==> config.mk <==
export PLATFORM = sky130hd
export DESIGN_NAME = disp_reg_writer
export DESIGN_NICKNAME = d
export VERILOG_FILES = /design/src/rtl/disp_reg_pkg.sv /design/src/rtl/drw_tick_gen.sv /design/src/rtl/drw_bit_engine.sv /design/src/rtl/drw_seq.sv /design/src/rtl/disp_reg_writer.sv
export SDC_FILE = /design/constraint.sdc
export NUM_CORES = 1
export LEC_CHECK = 0
export BUFFER_PORTS_ARGS = -buffer_cell sky130_fd_sc_hd__buf_2
export CORE_AREA = 2 2 81 83
export DETAILED_ROUTE_END_ITERATION = 7
export DIE_AREA = 0 0 83 85
export GPL_TIMING_DRIVEN = 0
export PLACE_DENSITY = 0.74
export RECOVER_POWER = 50
export SLEW_MARGIN = 40
export SYNTH_ARGS = -nofsm -noshare
export SYNTH_HDL_FRONTEND = slang
export SYNTH_SLANG_ARGS = --single-unit
==> constraint.sdc <==
create_clock -name clk -period 3.15 [get_ports clk]
set_clock_uncertainty 0.15 [all_clocks]
set_input_delay 0.1575 -clock clk [delete_from_list [all_inputs] [get_ports clk]]
set_output_delay 0.1575 -clock clk [all_outputs]
set_load 0.05 [all_outputs]
==> src/rtl/disp_reg_pkg.sv <==
package disp_reg_pkg;
  localparam int IDX_W   = 8;
  localparam int VAL_W   = 16;
  localparam int FRAME_W = 24;
  localparam logic [7:0] SEL_INDEX = 8'h70;
  localparam logic [7:0] SEL_DATA  = 8'h72;

  typedef enum logic [1:0] {E_IDLE, E_SETUP, E_BITS, E_HOLD} eng_st_t;
  typedef enum logic [1:0] {S_IDLE, S_LAUNCH, S_WAIT, S_GAP} seq_st_t;

  function automatic logic [FRAME_W-1:0] index_frame(input logic [IDX_W-1:0] idx);
    return {SEL_INDEX, 8'h00, idx};
  endfunction

  function automatic logic [FRAME_W-1:0] data_frame(input logic [VAL_W-1:0] val);
    return {SEL_DATA, val};
  endfunction
endpackage

==> src/rtl/drw_tick_gen.sv <==
module drw_tick_gen #(
  parameter int CLK_DIV = 2
) (
  input  logic clk,
  input  logic rst,
  input  logic en,
  output logic tick
);
  localparam int CW = (CLK_DIV > 1) ? $clog2(CLK_DIV) : 1;
  localparam logic [CW-1:0] LAST = CW'(CLK_DIV - 1);

  logic [CW-1:0] cnt;

  assign tick = en && (cnt == LAST);

  always_ff @(posedge clk) begin
    if (rst || !en)  cnt <= '0;
    else if (tick)   cnt <= '0;
    else             cnt <= cnt + 1'b1;
  end
endmodule

==> src/rtl/drw_bit_engine.sv <==
module drw_bit_engine
  import disp_reg_pkg::*;
(
  input  logic               clk,
  input  logic               rst,
  input  logic               tick,
  input  logic               start,
  input  logic [FRAME_W-1:0] frame,
  output logic               sclk,
  output logic               mosi,
  output logic               cs_n,
  output logic               busy,
  output logic               fin
);
  localparam int BW = $clog2(FRAME_W);
  localparam logic [BW-1:0] LAST_BIT = BW'(FRAME_W - 1);

  eng_st_t            st;
  logic [FRAME_W-1:0] sh;
  logic [BW-1:0]      bcnt;

  assign busy = (st != E_IDLE);

  always_ff @(posedge clk) begin
    if (rst) begin
      st   <= E_IDLE;
      sclk <= 1'b1;
      cs_n <= 1'b1;
      mosi <= 1'b0;
      sh   <= '0;
      bcnt <= '0;
      fin  <= 1'b0;
    end else begin
      fin <= 1'b0;
      case (st)
        E_IDLE: if (start) begin
          st   <= E_SETUP;
          cs_n <= 1'b0;
          sh   <= frame;
          bcnt <= '0;
        end
        E_SETUP: if (tick) begin
          st   <= E_BITS;
          sclk <= 1'b0;
          mosi <= sh[FRAME_W-1];
          sh   <= sh << 1;
        end
        E_BITS: if (tick) begin
          if (!sclk) begin
            sclk <= 1'b1;
          end else if (bcnt == LAST_BIT) begin
            st <= E_HOLD;
          end else begin
            sclk <= 1'b0;
            mosi <= sh[FRAME_W-1];
            sh   <= sh << 1;
            bcnt <= bcnt + 1'b1;
          end
        end
        E_HOLD: if (tick) begin
          cs_n <= 1'b1;
          fin  <= 1'b1;
          st   <= E_IDLE;
        end
        default: st <= E_IDLE;
      endcase
    end
  end
endmodule

==> src/rtl/drw_seq.sv <==
module drw_seq
  import disp_reg_pkg::*;
#(
  parameter int GAP_TICKS = 2
) (
  input  logic               clk,
  input  logic               rst,
  input  logic               tick,
  input  logic               req_valid,
  input  logic [IDX_W-1:0]   req_index,
  input  logic [VAL_W-1:0]   req_value,
  input  logic               fin,
  output logic               req_ready,
  output logic               accept,
  output logic               start,
  output logic [FRAME_W-1:0] frame,
  output logic               gap_busy,
  output logic               done,
  output logic [IDX_W-1:0]   held_index,
  output logic [VAL_W-1:0]   held_value
);
  localparam int GW = $clog2(GAP_TICKS + 1);
  localparam logic [GW-1:0] GAP_LAST = GW'(GAP_TICKS - 1);

  seq_st_t       st;
  logic          data_phase;
  logic [GW-1:0] gcnt;

  assign req_ready = (st == S_IDLE);
  assign accept    = req_valid && req_ready;
  assign start     = (st == S_LAUNCH);
  assign gap_busy  = (st == S_GAP);
  assign frame     = data_phase ? data_frame(held_value) : index_frame(held_index);

  always_ff @(posedge clk) begin
    if (rst) begin
      st         <= S_IDLE;
      data_phase <= 1'b0;
      gcnt       <= '0;
      done       <= 1'b0;
      held_index <= '0;
      held_value <= '0;
    end else begin
      done <= 1'b0;
      case (st)
        S_IDLE: if (accept) begin
          held_index <= req_index;
          held_value <= req_value;
          data_phase <= 1'b0;
          st         <= S_LAUNCH;
        end
        S_LAUNCH: st <= S_WAIT;
        S_WAIT: if (fin) begin
          gcnt <= '0;
          st   <= S_GAP;
        end
        S_GAP: if (tick) begin
          if (gcnt == GAP_LAST) begin
            if (!data_phase) begin
              data_phase <= 1'b1;
              st         <= S_LAUNCH;
            end else begin
              done <= 1'b1;
              st   <= S_IDLE;
            end
          end else begin
            gcnt <= gcnt + 1'b1;
          end
        end
        default: st <= S_IDLE;
      endcase
    end
  end
endmodule

==> src/rtl/disp_reg_writer.sv <==
module disp_reg_writer
  import disp_reg_pkg::*;
#(
  parameter int CLK_DIV   = 2,
  parameter int GAP_TICKS = 2
) (
  input  logic        clk,
  input  logic        rst,
  input  logic        req_valid,
  output logic        req_ready,
  input  logic [7:0]  req_index,
  input  logic [15:0] req_value,
  output logic        done,
  output logic        spi_sclk,
  output logic        spi_mosi,
  output logic        spi_cs_n
);
  logic               tick;
  logic               accept;
  logic               start;
  logic               fin;
  logic               eng_busy;
  logic               gap_busy;
  logic               div_en;
  logic [FRAME_W-1:0] frame;
  logic [IDX_W-1:0]   held_index;
  logic [VAL_W-1:0]   held_value;

  assign div_en = eng_busy || gap_busy;

  drw_tick_gen #(.CLK_DIV(CLK_DIV)) u_tick (
    .clk (clk),
    .rst (rst),
    .en  (div_en),
    .tick(tick)
  );

  drw_seq #(.GAP_TICKS(GAP_TICKS)) u_seq (
    .clk       (clk),
    .rst       (rst),
    .tick      (tick),
    .req_valid (req_valid),
    .req_index (req_index),
    .req_value (req_value),
    .fin       (fin),
    .req_ready (req_ready),
    .accept    (accept),
    .start     (start),
    .frame     (frame),
    .gap_busy  (gap_busy),
    .done      (done),
    .held_index(held_index),
    .held_value(held_value)
  );

  drw_bit_engine u_eng (
    .clk  (clk),
    .rst  (rst),
    .tick (tick),
    .start(start),
    .frame(frame),
    .sclk (spi_sclk),
    .mosi (spi_mosi),
    .cs_n (spi_cs_n),
    .busy (eng_busy),
    .fin  (fin)
  );
endmodule

==> reports/metrics.yaml <==
timing:
  drv_slew: 0
  worst_pin_slew_ps: 622
  hold_viol: 0
  finalCritPeriodShare_pct: 81.6
  rsz0062_at_grt: "false"
  setup_tns_ps: 0
  relSlewSlack_pct: 58.5
  finalCriticalPeriod_ps: 2570
  clock.fmax_mhz: 389
  finalSetupViolCount: 0
floorplanning:
  chipHeight_um: 85
  initial_core_util_pct: 52.9
  die_x_um: 83
  std_cell_rows: 29
  die_area_um2: 7060
  io_pins: 32
  coreArea_um2: 6200
place:
  hpwl_um: 4750
  gp_congestion: 0.807
  portBuffers: 30
synth:
  avgSynthCellArea_um2: 8.75
  synth_edf_count: 0
  synth_flop_cell: "dfxtp_1"
  synthCells: 375
  ys_ff_latch: 66
  synth-async-reset-ratio_pct: 0
  seq_area_frac_synth_pct: 40.3
  ys_types: 40
  syn_nets: 415
  yosys_warnings: 0
  syn_area_um2: 3280
cts:
  cts.sinks: 66
  cts_tree: "built"
  clock_path_buffers: 2
  clk_latency_ps: 350
  htreeDepth: 3
  post-cts-setup-buffers: 0
  clk_pin_slew_worst_paths_ps: 70
  numCtsBuffers: 9
  clock-root-buffer: "clkbuf_8"
critical_path:
  arrival_ps: 2670
  reg2regPathDepth: 7
  critPathLaunchType: "flop"
  cp.required_ps: 3250
  end_kind: "flop"
  critPathKind: "reg -> reg"
  reg2reg_slack_ps: 580
  startpoint: "u_seq.st[1]"
  critPathMaxFanout: 9
  r2r_start: "u_seq.st[1]"
  reg2reg_to: "u_eng.bcnt[4]"
  crit_path_end: "u_eng.bcnt[4]"
flow_run:
  maxCapViolCount: 0
outcome:
  run_status: "finished, final reports clean"
grt:
  overflow: 0
  grt_use_total_pct: 21.4
  grt_pass1_wl_um: 12300
  grt_max_degree: 13
  antenna_found_initial: 0
  grt_pass1_vias: 2699
route:
  ant_nets: 0
  drt_pass1_iterations: 4
  drt-initial-drc-count: 153
  wl_per_cell_um: 13.7
  wl_um: 7170
  viasPerCell: 5.23
  drc: 0
  via_count: 2730
cells_and_area:
  seq_area_um2: 1320
  nNetsFinal: 480
  drive_gt1_share_pct: 13.5
  syn2layout_area_growth_pct: 21.9
  fillCellCount: 499
  n_antenna_cell: 0
  multi_input_area_um2: 1760
power:
  peakVddDrop_mv: 0.590
  powerDensity_nw_per_um2: 834
  power.total_mw: 3.33
  leakagePower_nw: 1.56
hold_path:
  hp-class: "in -> reg"
[layout make-up]
class                      instances  share of cell area, %
multi-input combinational        270                   44.0
buffer                            26                   3.07
timing repair buffer              54                   9.60
clock buffer                       9                   3.10
tap                               77                   2.41
sequential                        66                   33.0
clock inverter                     7                   3.53
inverter                          13                   1.22
[critical path, stage by stage (launching register included)]
cell	delay [ps]
dfxtp_1	420
ha_1	170
clkbuf_1	280
nand2b_2	180
clkbuf_1	270
nand4_1	260
or3_1	440
o32ai_1	290
[where the power goes]
group	switching, mW	internal (mW)
logic	0.800	0.547
registers	0.0792	0.956
clock network	0.346	0.606
[cell families (layout without fill, tap and decap cells)]
kind of cell | Yosys count | count (layout) | synth area share (%)
AO/OA/AOI/OAI | 70 | 70 | 12.8
adder cells (fa/ha/maj) | 13 | 13 | 4.96
buffers and inverters | 39 | 109 | 5.72
flip-flops | 66 | 66 | 40.3
multiplexers | 38 | 38 | 13.1
AND/OR/NAND/NOR | 149 | 149 | 23.1
[registers in the layout (all words and copies together), names as in the netlist]
name / count
u_eng.fin: 1
u_tick.cnt: 1
u_eng.sclk: 1
u_eng.st: 2
u_seq.gcnt: 2
u_seq.done: 1
u_eng.sh: 24
u_eng.mosi: 1
u_seq.held_value: 16
u_eng.bcnt: 5
u_seq.held_index: 8
u_seq.data_phase: 1
u_eng.cs_n: 1
u_seq.st: 2
[what timing repair did]
item / 4_1_cts / 5_1_grt
hold buffers: 24 / 0
hold endpoints to repair: 24 / 0
gates resized for setup: 0 / 0
[worst min-delay path by stage]
stage,startpoint,end,slack (ps),cells after the start
6_report,req_valid,u_seq.data_phase,90,5
5_1_grt,req_valid,u_seq.data_phase,120,5
4_1_cts,req_valid,u_seq.data_phase,70,5
3_5_place_dp,req_index[0],u_seq.held_index[0],250,3
3_3_place_gp,req_index[5],u_seq.held_index[5],250,3
2_1_floorplan,req_index[0],u_seq.held_index[0],140,2
[synthesized netlist by cell type (3+ instances only)]
library cell	count	area, um2
a22oi_1	3	22.5
o21ai_0	9	45.0
buf_6	3	33.8
clkbuf_1	18	67.6
mux2_4	9	135
nand2b_1	27	169
ha_1	13	163
a21oi_1	39	195
nor3_1	4	20.0
o32ai_1	4	35.0
mux2i_1	25	250
nor2b_1	17	106
nor2_1	12	45.0
nand2_1	68	255
nand3b_1	10	75.1
dfxtp_1	66	1320
inv_1	13	48.8
mux2_2	4	45.0
a221oi_1	4	35.0
[stage by stage]
step	instances	hold slack, ps	cell area [um2]	setup WS [ps]	util (%)
floorplan	375	143	3280	1070	-
global placement	482	249	3530	821	56.9
detailed placement	482	254	3530	755	56.9
CTS	522	73.6	4030	732	65.0
global route	522	119	4000	394	64.5
finish	522	89.1	4000	580	64.5
[layer usage]
layer,vias up,global-route usage (%),share of wire [%]
met4,0,9.39,1.8
met5,-,0,0
li1,1392,-,-
met1,1272,27.4,49
met2,52,35.2,46
met3,14,4.09,3.5
[cells in the final DEF, fill, tap and decap left out, types with 9 or more instances in the layout]
cell type | Yosys | routed
nand2_1 | 68 | 68
dfxtp_1 | 66 | 66
a21oi_1 | 39 | 39
nand2b_1 | 27 | 27
clkbuf_1 | 18 | 26
buf_2 | 2 | 26
mux2i_1 | 25 | 25
dlygate4sd3_1 | 0 | 24
nor2b_1 | 17 | 17
inv_1 | 13 | 13
ha_1 | 13 | 13
nor2_1 | 12 | 12
nand3b_1 | 10 | 10
o21ai_0 | 9 | 9
mux2_4 | 9 | 9
clkbuf_8 | 0 | 9
Note: power is estimated with default switching activity, not from simulation.
